**src/rtl/sdcmd_pkg.sv**
```systemverilog
package sdcmd_pkg;
  localparam int unsigned DW     = 16;
  localparam int unsigned ADDR_W = 3;
  typedef logic [ADDR_W-1:0] reg_addr_t;
  localparam reg_addr_t OFS_STATUS = 3'd0;
  localparam reg_addr_t OFS_CTRL   = 3'd1;
  localparam reg_addr_t OFS_CMD    = 3'd2;
  localparam reg_addr_t OFS_ARG_HI = 3'd3;
  localparam reg_addr_t OFS_ARG_LO = 3'd4;
  localparam reg_addr_t OFS_RESP   = 3'd5;
  localparam int unsigned DONE_BIT = 13;
  typedef enum logic [2:0] {
    RT_NONE  = 3'd0,
    RT_SHORT = 3'd1,
    RT_LONG  = 3'd2,
    RT_OCR   = 3'd3
  } rtype_e;
endpackage

```
**src/rtl/sdcmd_cmd_regs.sv**
```systemverilog
module sdcmd_cmd_regs
  import sdcmd_pkg::*;
(
  input  logic          clk_i,
  input  logic          rst_ni,
  input  logic          wr_en_i,
  input  reg_addr_t     addr_i,
  input  logic [DW-1:0] wdata_i,
  output logic          start_o,
  output logic          req_o,
  output logic [DW-1:0] cmd_o,
  output logic [DW-1:0] arg_hi_o,
  output logic [DW-1:0] arg_lo_o,
  output logic [DW-1:0] ctrl_o
);
  logic [DW-1:0] cmd_q, arg_hi_q, arg_lo_q, ctrl_q;
  logic          req_q;

  assign start_o = wr_en_i && (addr_i == OFS_CTRL);

  always_ff @(posedge clk_i or negedge rst_ni) begin
    if (!rst_ni) begin
      cmd_q    <= '0;
      arg_hi_q <= '0;
      arg_lo_q <= '0;
      ctrl_q   <= '0;
      req_q    <= 1'b0;
    end else begin
      req_q <= start_o;
      if (wr_en_i) begin
        unique case (addr_i)
          OFS_CMD:    cmd_q    <= wdata_i;
          OFS_ARG_HI: arg_hi_q <= wdata_i;
          OFS_ARG_LO: arg_lo_q <= wdata_i;
          OFS_CTRL:   ctrl_q   <= wdata_i;
          default: ;
        endcase
      end
    end
  end

  assign req_o    = req_q;
  assign cmd_o    = cmd_q;
  assign arg_hi_o = arg_hi_q;
  assign arg_lo_o = arg_lo_q;
  assign ctrl_o   = ctrl_q;
endmodule

```
**src/rtl/sdcmd_status.sv**
```systemverilog
module sdcmd_status #(
  parameter int unsigned ERR_W = 6
) (
  input  logic             clk_i,
  input  logic             rst_ni,
  input  logic             start_i,
  input  logic             eng_done_i,
  input  logic [ERR_W-1:0] eng_err_i,
  output logic             capture_o,
  output logic             busy_o,
  output logic             done_o,
  output logic [ERR_W-1:0] err_o
);
  logic             busy_q, done_q;
  logic [ERR_W-1:0] err_q;

  // a launch in the same cycle as a completion wins
  assign capture_o = busy_q && eng_done_i && !start_i;

  always_ff @(posedge clk_i or negedge rst_ni) begin
    if (!rst_ni) begin
      busy_q <= 1'b0;
      done_q <= 1'b0;
      err_q  <= '0;
    end else if (start_i) begin
      busy_q <= 1'b1;
      done_q <= 1'b0;
      err_q  <= '0;
    end else if (capture_o) begin
      busy_q <= 1'b0;
      done_q <= 1'b1;
      err_q  <= eng_err_i;
    end
  end

  assign busy_o = busy_q;
  assign done_o = done_q;
  assign err_o  = err_q;
endmodule

```
**src/rtl/sdcmd_resp_buf.sv**
```systemverilog
module sdcmd_resp_buf
  import sdcmd_pkg::*;
#(
  parameter int unsigned LONG_W  = 8,
  parameter int unsigned SHORT_W = 3,
  localparam int unsigned PTR_W  = $clog2(LONG_W + 1),
  localparam int unsigned IDX_W  = (LONG_W > 1) ? $clog2(LONG_W) : 1,
  localparam int unsigned RESP_B = LONG_W * DW
) (
  input  logic              clk_i,
  input  logic              rst_ni,
  input  logic              clear_i,
  input  logic              capture_i,
  input  logic [2:0]        rtype_i,
  input  logic [RESP_B-1:0] resp_i,
  input  logic              pop_i,
  output logic [DW-1:0]     word_o,
  output logic [PTR_W-1:0]  ptr_o,
  output logic [PTR_W-1:0]  len_o
);
  logic [DW-1:0]    words_q [LONG_W];
  logic [DW-1:0]    short_w [LONG_W];
  logic [PTR_W-1:0] ptr_q, len_q, len_d;
  logic             is_long;

  assign is_long = (rtype_i == RT_LONG);

  always_comb begin
    unique case (rtype_i)
      RT_LONG:          len_d = PTR_W'(LONG_W);
      RT_SHORT, RT_OCR: len_d = PTR_W'(SHORT_W);
      default:          len_d = '0;
    endcase
  end

  for (genvar i = 0; i < LONG_W; i++) begin : g_word
    if (i < SHORT_W) begin : g_short
      assign short_w[i] = resp_i[(SHORT_W-i)*DW-1 -: DW];
    end else begin : g_pad
      assign short_w[i] = '0;
    end
    always_ff @(posedge clk_i or negedge rst_ni) begin
      if (!rst_ni)        words_q[i] <= '0;
      else if (capture_i) words_q[i] <= is_long ? resp_i[(LONG_W-i)*DW-1 -: DW] : short_w[i];
    end
  end

  always_ff @(posedge clk_i or negedge rst_ni) begin
    if (!rst_ni) begin
      ptr_q <= '0;
      len_q <= '0;
    end else if (clear_i) begin
      ptr_q <= '0;
      len_q <= '0;
    end else if (capture_i) begin
      ptr_q <= '0;
      len_q <= len_d;
    end else if (pop_i && (ptr_q < len_q)) begin
      ptr_q <= ptr_q + 1'b1;
    end
  end

  assign word_o = (ptr_q < len_q) ? words_q[ptr_q[IDX_W-1:0]] : '0;
  assign ptr_o  = ptr_q;
  assign len_o  = len_q;
endmodule

```
**src/rtl/sdcmd_regs.sv**
```systemverilog
module sdcmd_regs
  import sdcmd_pkg::*;
#(
  parameter int unsigned LONG_W  = 8,
  parameter int unsigned SHORT_W = 3,
  parameter int unsigned ERR_W   = 6,
  localparam int unsigned PTR_W  = $clog2(LONG_W + 1),
  localparam int unsigned RESP_B = LONG_W * DW
) (
  input  logic              clk_i,
  input  logic              rst_ni,
  input  logic              wr_en_i,
  input  logic              rd_en_i,
  input  logic [ADDR_W-1:0] addr_i,
  input  logic [DW-1:0]     wdata_i,
  output logic [DW-1:0]     rdata_o,
  output logic              eng_req_o,
  output logic [DW-1:0]     eng_cmd_o,
  output logic [2*DW-1:0]   eng_arg_o,
  output logic [2:0]        eng_rtype_o,
  output logic              eng_dir_o,
  input  logic              eng_done_i,
  input  logic [ERR_W-1:0]  eng_err_i,
  input  logic [RESP_B-1:0] eng_resp_i
);
  logic             start, capture, busy, done;
  logic [ERR_W-1:0] err;
  logic [DW-1:0]    cmd, arg_hi, arg_lo, ctrl, resp_word, status, rd_d, rdata_q;
  logic [PTR_W-1:0] rd_ptr, rd_len;
  logic             pop;

  sdcmd_cmd_regs u_cmd (
    .clk_i, .rst_ni, .wr_en_i, .addr_i, .wdata_i,
    .start_o(start), .req_o(eng_req_o), .cmd_o(cmd),
    .arg_hi_o(arg_hi), .arg_lo_o(arg_lo), .ctrl_o(ctrl)
  );

  sdcmd_status #(.ERR_W(ERR_W)) u_stat (
    .clk_i, .rst_ni, .start_i(start), .eng_done_i, .eng_err_i,
    .capture_o(capture), .busy_o(busy), .done_o(done), .err_o(err)
  );

  assign pop = rd_en_i && (addr_i == OFS_RESP);

  sdcmd_resp_buf #(.LONG_W(LONG_W), .SHORT_W(SHORT_W)) u_resp (
    .clk_i, .rst_ni, .clear_i(start), .capture_i(capture),
    .rtype_i(ctrl[2:0]), .resp_i(eng_resp_i), .pop_i(pop),
    .word_o(resp_word), .ptr_o(rd_ptr), .len_o(rd_len)
  );

  always_comb begin
    status = '0;
    status[ERR_W-1:0] = err;
    status[DONE_BIT]  = done;
  end

  always_comb begin
    unique case (addr_i)
      OFS_STATUS: rd_d = status;
      OFS_CTRL:   rd_d = ctrl;
      OFS_CMD:    rd_d = cmd;
      OFS_ARG_HI: rd_d = arg_hi;
      OFS_ARG_LO: rd_d = arg_lo;
      OFS_RESP:   rd_d = resp_word;
      default:    rd_d = '0;
    endcase
  end

  always_ff @(posedge clk_i or negedge rst_ni) begin
    if (!rst_ni)      rdata_q <= '0;
    else if (rd_en_i) rdata_q <= rd_d;
  end

  assign rdata_o     = rdata_q;
  assign eng_cmd_o   = cmd;
  assign eng_arg_o   = {arg_hi, arg_lo};
  assign eng_rtype_o = ctrl[2:0];
  assign eng_dir_o   = ctrl[3];
endmodule

```
**config.mk**
```make
export PLATFORM = sky130hd
export DESIGN_NAME = sdcmd_regs
export DESIGN_NICKNAME = d
export VERILOG_FILES = /design/src/rtl/sdcmd_pkg.sv /design/src/rtl/sdcmd_cmd_regs.sv /design/src/rtl/sdcmd_status.sv /design/src/rtl/sdcmd_resp_buf.sv /design/src/rtl/sdcmd_regs.sv
export SDC_FILE = /design/constraint.sdc
export NUM_CORES = 1
export LEC_CHECK = 0
export CORE_MARGIN = 5
export CORE_UTILIZATION = 50
export DETAILED_ROUTE_END_ITERATION = 10
export DONT_BUFFER_PORTS = 1
export GPL_TIMING_DRIVEN = 0
export PLACE_DENSITY_LB_ADDON = 0.3
export SYNTH_ARGS = -nofsm -noshare
export SYNTH_HDL_FRONTEND = slang
export SYNTH_SLANG_ARGS = --single-unit
```
**constraint.sdc**
```tcl
create_clock -name clk_i -period 2.2 [get_ports clk_i]
set_clock_uncertainty 0.05 [all_clocks]
set_input_delay 0.44 -clock clk_i [delete_from_list [all_inputs] [get_ports clk_i]]
set_output_delay 0.44 -clock clk_i [all_outputs]
set_load 0.05 [all_outputs]
```
==> results_dict.tcl <==
set metrics [dict create \
    detail-route-antenna-nets 0 \
    synth_top_flop_cell "sky130_fd_sc_hd__dfrtp_1" \
    critical_path.endpoint_type "flip-flop" \
    synth_enable_flop_cells 0 \
    cts.reportedPaths.clkPinSlew_ns 0.06 \
    rsz_0062_raised_after_global_routing "no" \
    post_layout_worst_setup_margin_ns 0.0929 \
    placedInstanceArea_um2 11000 \
    critPathCapture "rdata_o[15]" \
    synth.avg_cell_area_um2 11.2 \
    first_iter_violations 615 \
    place.detailed.instances 1224 \
    status "complete, but fails checks" \
    dpl_worst_slack_ns -0.215 \
    setup-tns-final_ns 0 \
    vias_per_cell 6.03 \
    finalCoreUtilization_pct 57.2 \
    grt_pass1_vias 8168 \
    achievable-frequency_ghz 0.475 \
    synthesis.nets 1110 \
    timing_hold_violations_final 223 \
    cell_internal_pwr_mw 8.23 \
    route.detailed.wl_per_inst_um 24.6 \
    timing.critical_path.cells "buf_2 -> buf_2 -> clkbuf_4 -> mux2i_2 -> o221ai_1" \
    num-nets-final 1158 \
    gr_usage_total_pct 26.0 \
    clock_path_buffers 3 \
    switchingPower_mw 4.25 \
    synthDominantCellAreaShare_pct 52.5 \
    post-synth-top-count-cell "sky130_fd_sc_hd__nand2_1" \
    p_per_area_nw_per_um2 1040 \
    h_tree_levels 1 \
    power.share.combinational_pct 17.5 \
    fillers 1847 \
    globalplace.congestion 0.838 \
    die_height_um 156 \
    area_growth_syn_to_layout_pct 12.8 \
    cpMostUsedCell "sky130_fd_sc_hd__buf_2" \
    layout-drive-gt1-share_pct 19.5 \
    tritoncts "built" \
    design_power_total_mw 12.5 \
    worst_setup_path_startpoint "u_resp.ptr_o[0]" \
    ys_top_cells_by_area "sky130_fd_sc_hd__dfrtp_1 (53%), sky130_fd_sc_hd__nand2_1 (8.4%), sky130_fd_sc_hd__mux4_2 (7.4%)" \
    min_period_over_period_pct 95.8 \
    dp_hpwl_mm 23.3 \
    min-delay-path-class "in2async" \
    total_number_of_yosys_warnings 0 \
    die_width_um 156 \
    grt_overflow_total 0 \
    synth_seq_area_share_pct 52.5 \
    ys_seq_elements 223 \
    synth_top_cells_by_count "sky130_fd_sc_hd__nand2_1 (238), sky130_fd_sc_hd__dfrtp_1 (223), sky130_fd_sc_hd__o21ai_0 (121)" \
    syn_area_um2 10600 \
    criticalPathCategory "reg2reg" \
    clk_network_pwr_share_pct 31.3 \
    drt_pre_antenna_iters 5 \
    core.rowCount 53 \
    max_slew.worst_pin.slew_ns 0.842 \
    power.sequential.fraction_pct 51.2 \
    worst-r2r-cell-count 5 \
    grt_pass1_wl_mm 48.4 \
    vdd_ir_drop_max_mv 0.705 \
    cts-buffers-inserted 23 \
    stdcell_area_um2 12000 \
    die_area_um2 24300 \
    crit-reg2reg-capture "rdata_o[15]" \
    postSynthCellCount 949 \
    core_area_um2 21000 \
    period_minus_slack_ns 2.11 \
    number_of_buffers_added_for_setup_after_cts 0 \
    antenna_found_initial 1 \
    numPortBuffers 0 \
    instances_no_fill 1289 \
    switching_part_of_the_total_pct 34.1 \
    kind_of_start_point_of_the_critical_path "flip-flop" \
    worstReg2RegStart "u_resp.ptr_o[0]" \
    pin_count_of_the_biggest_net_entering_global_routing 224 \
    clockRootBuffer "sky130_fd_sc_hd__clkbuf_16" \
    critical-path-slowest-cell "sky130_fd_sc_hd__mux2i_2" \
    clkLatencyLatePin_ns 0.52 \
    yosys.area.top_type "sky130_fd_sc_hd__dfrtp_1" \
    whs_ns -0.415 \
    yosys.cell_types.count 42 \
    cp_data_required_time_ns 2.51 \
    setup_viol_count_final 0 \
    vias 7768 \
    reg2reg_setup_slack_ns 0.09 \
    drt-total-wl_mm 31.7 \
    initial_utilization_pct 50.7 \
    violations "hold timing" \
    timing.critical_path.fanout_max 10 \
    max-slew-margin-rel_pct 43.6 \
    critPathArrivalTime_ns 2.42 \
    num_io_pins 227 \
    synthArstFlopShare_pct 100 \
    tritoncts_num_sinks 223 \
    number_of_violations_of_the_max_capacitance_limit 0 \
    report.final.slew_viol_count 0 \
    critPathMaxStageDelay_ns 0.43 \
    post-route-drc-count 0 \
    p_leak_nw 5.08 \
]
## worst min-delay path by stage
stage          startpoint            endpoint  slack [ns]  cells after the start
6_report           rst_ni  u_cmd.arg_lo_o[14]       -0.41                      0
5_1_grt            rst_ni  u_cmd.arg_lo_o[14]       -0.44                      0
4_1_cts            rst_ni   u_resp.words_q[9]       -0.44                      0
2_1_floorplan      rst_ni          rdata_o[0]        0.09                      0
3_3_place_gp       rst_ni  u_cmd.arg_lo_o[14]        0.10                      0
3_5_place_dp       rst_ni  u_cmd.arg_lo_o[14]         0.1                      0
## state kept, by name (all words and copies together) (netlist names), 2 cells and up
register        cells
u_cmd.arg_lo_o     16
u_resp.ptr_o        4
u_cmd.ctrl_o       16
rdata_o            16
u_cmd.cmd_o        16
u_resp.len_o        2
u_cmd.arg_hi_o     16
u_resp.words_q    128
u_stat.err_o        6
## layer usage
metal  share of wire [%]  vias to the layer above  routed length (um)  global-route usage (%)
met5                   0                        -                   0                       0
met4                 2.8                        0                 887                    7.67
met3                 9.2                       58                2930                    6.66
met2                  47                      382               14900                    41.5
met1                  41                     3876               13000                    35.3
li1                    -                     3452                   -                       -
## final cells by class
type,instances,area (um^2),share of cell area [%]
Multi-Input combinational cell,643,4620,38.6
Clock buffer,36,694,5.79
Tap cell,275,344,2.87
Sequential cell,223,5580,46.5
Antenna cell,1,2.50,0.0209
Buffer,74,423,3.53
Clock inverter,5,58.8,0.491
Inverter,9,33.8,0.282
Timing Repair Buffer,23,230,1.92
## cells in the final DEF, fill, tap and decap left out, types with 10 or more instances in the layout
master,n
sky130_fd_sc_hd__nand2_1,238
sky130_fd_sc_hd__dfrtp_1,223
sky130_fd_sc_hd__o21ai_0,121
sky130_fd_sc_hd__mux2i_1,72
sky130_fd_sc_hd__mux2_2,68
sky130_fd_sc_hd__mux4_2,35
sky130_fd_sc_hd__clkbuf_1,29
sky130_fd_sc_hd__buf_2,27
sky130_fd_sc_hd__clkbuf_16,23
sky130_fd_sc_hd__dlygate4sd3_1,23
sky130_fd_sc_hd__a21oi_1,14
sky130_fd_sc_hd__o21ai_1,10
sky130_fd_sc_hd__a22o_1,10
sky130_fd_sc_hd__o221ai_1,10
## worst max-delay path, delay by kind of cell (launching register included)
kind	cells	cell delay, ns
buffers and inverters	3	0.93
muxes	1	0.43
DFF	1	0.35
AOI/OAI and AO/OA	1	0.18
## power groups by stage
stage	clock, mW	combinational, mW	sequential [mW]
floorplan	0	1.64	6.19
global route	4.13	2.41	6.48
global placement	0	2.06	6.41
CTS	3.97	2.17	6.38
detailed placement	0	2.12	6.45
finish	3.90	2.19	6.39
## what timing repair did
item / in CTS / in global routing
gates resized for setup: 4 / 9
setup endpoints to repair: 63 / 30
hold buffers: 21 / 2
hold endpoints to repair: 244 / 225
## cell families after synthesis
kind of cell	share of synthesized area, %
flip-flops	52.5
adder cells (fa/ha/maj)	0.353
AND/OR/NAND/NOR	10.7
multiplexers	21.8
AO/OA/AOI/OAI	10.4
buffers and inverters	4.15
No activity file was read; power rests on OpenSTA's default activity.
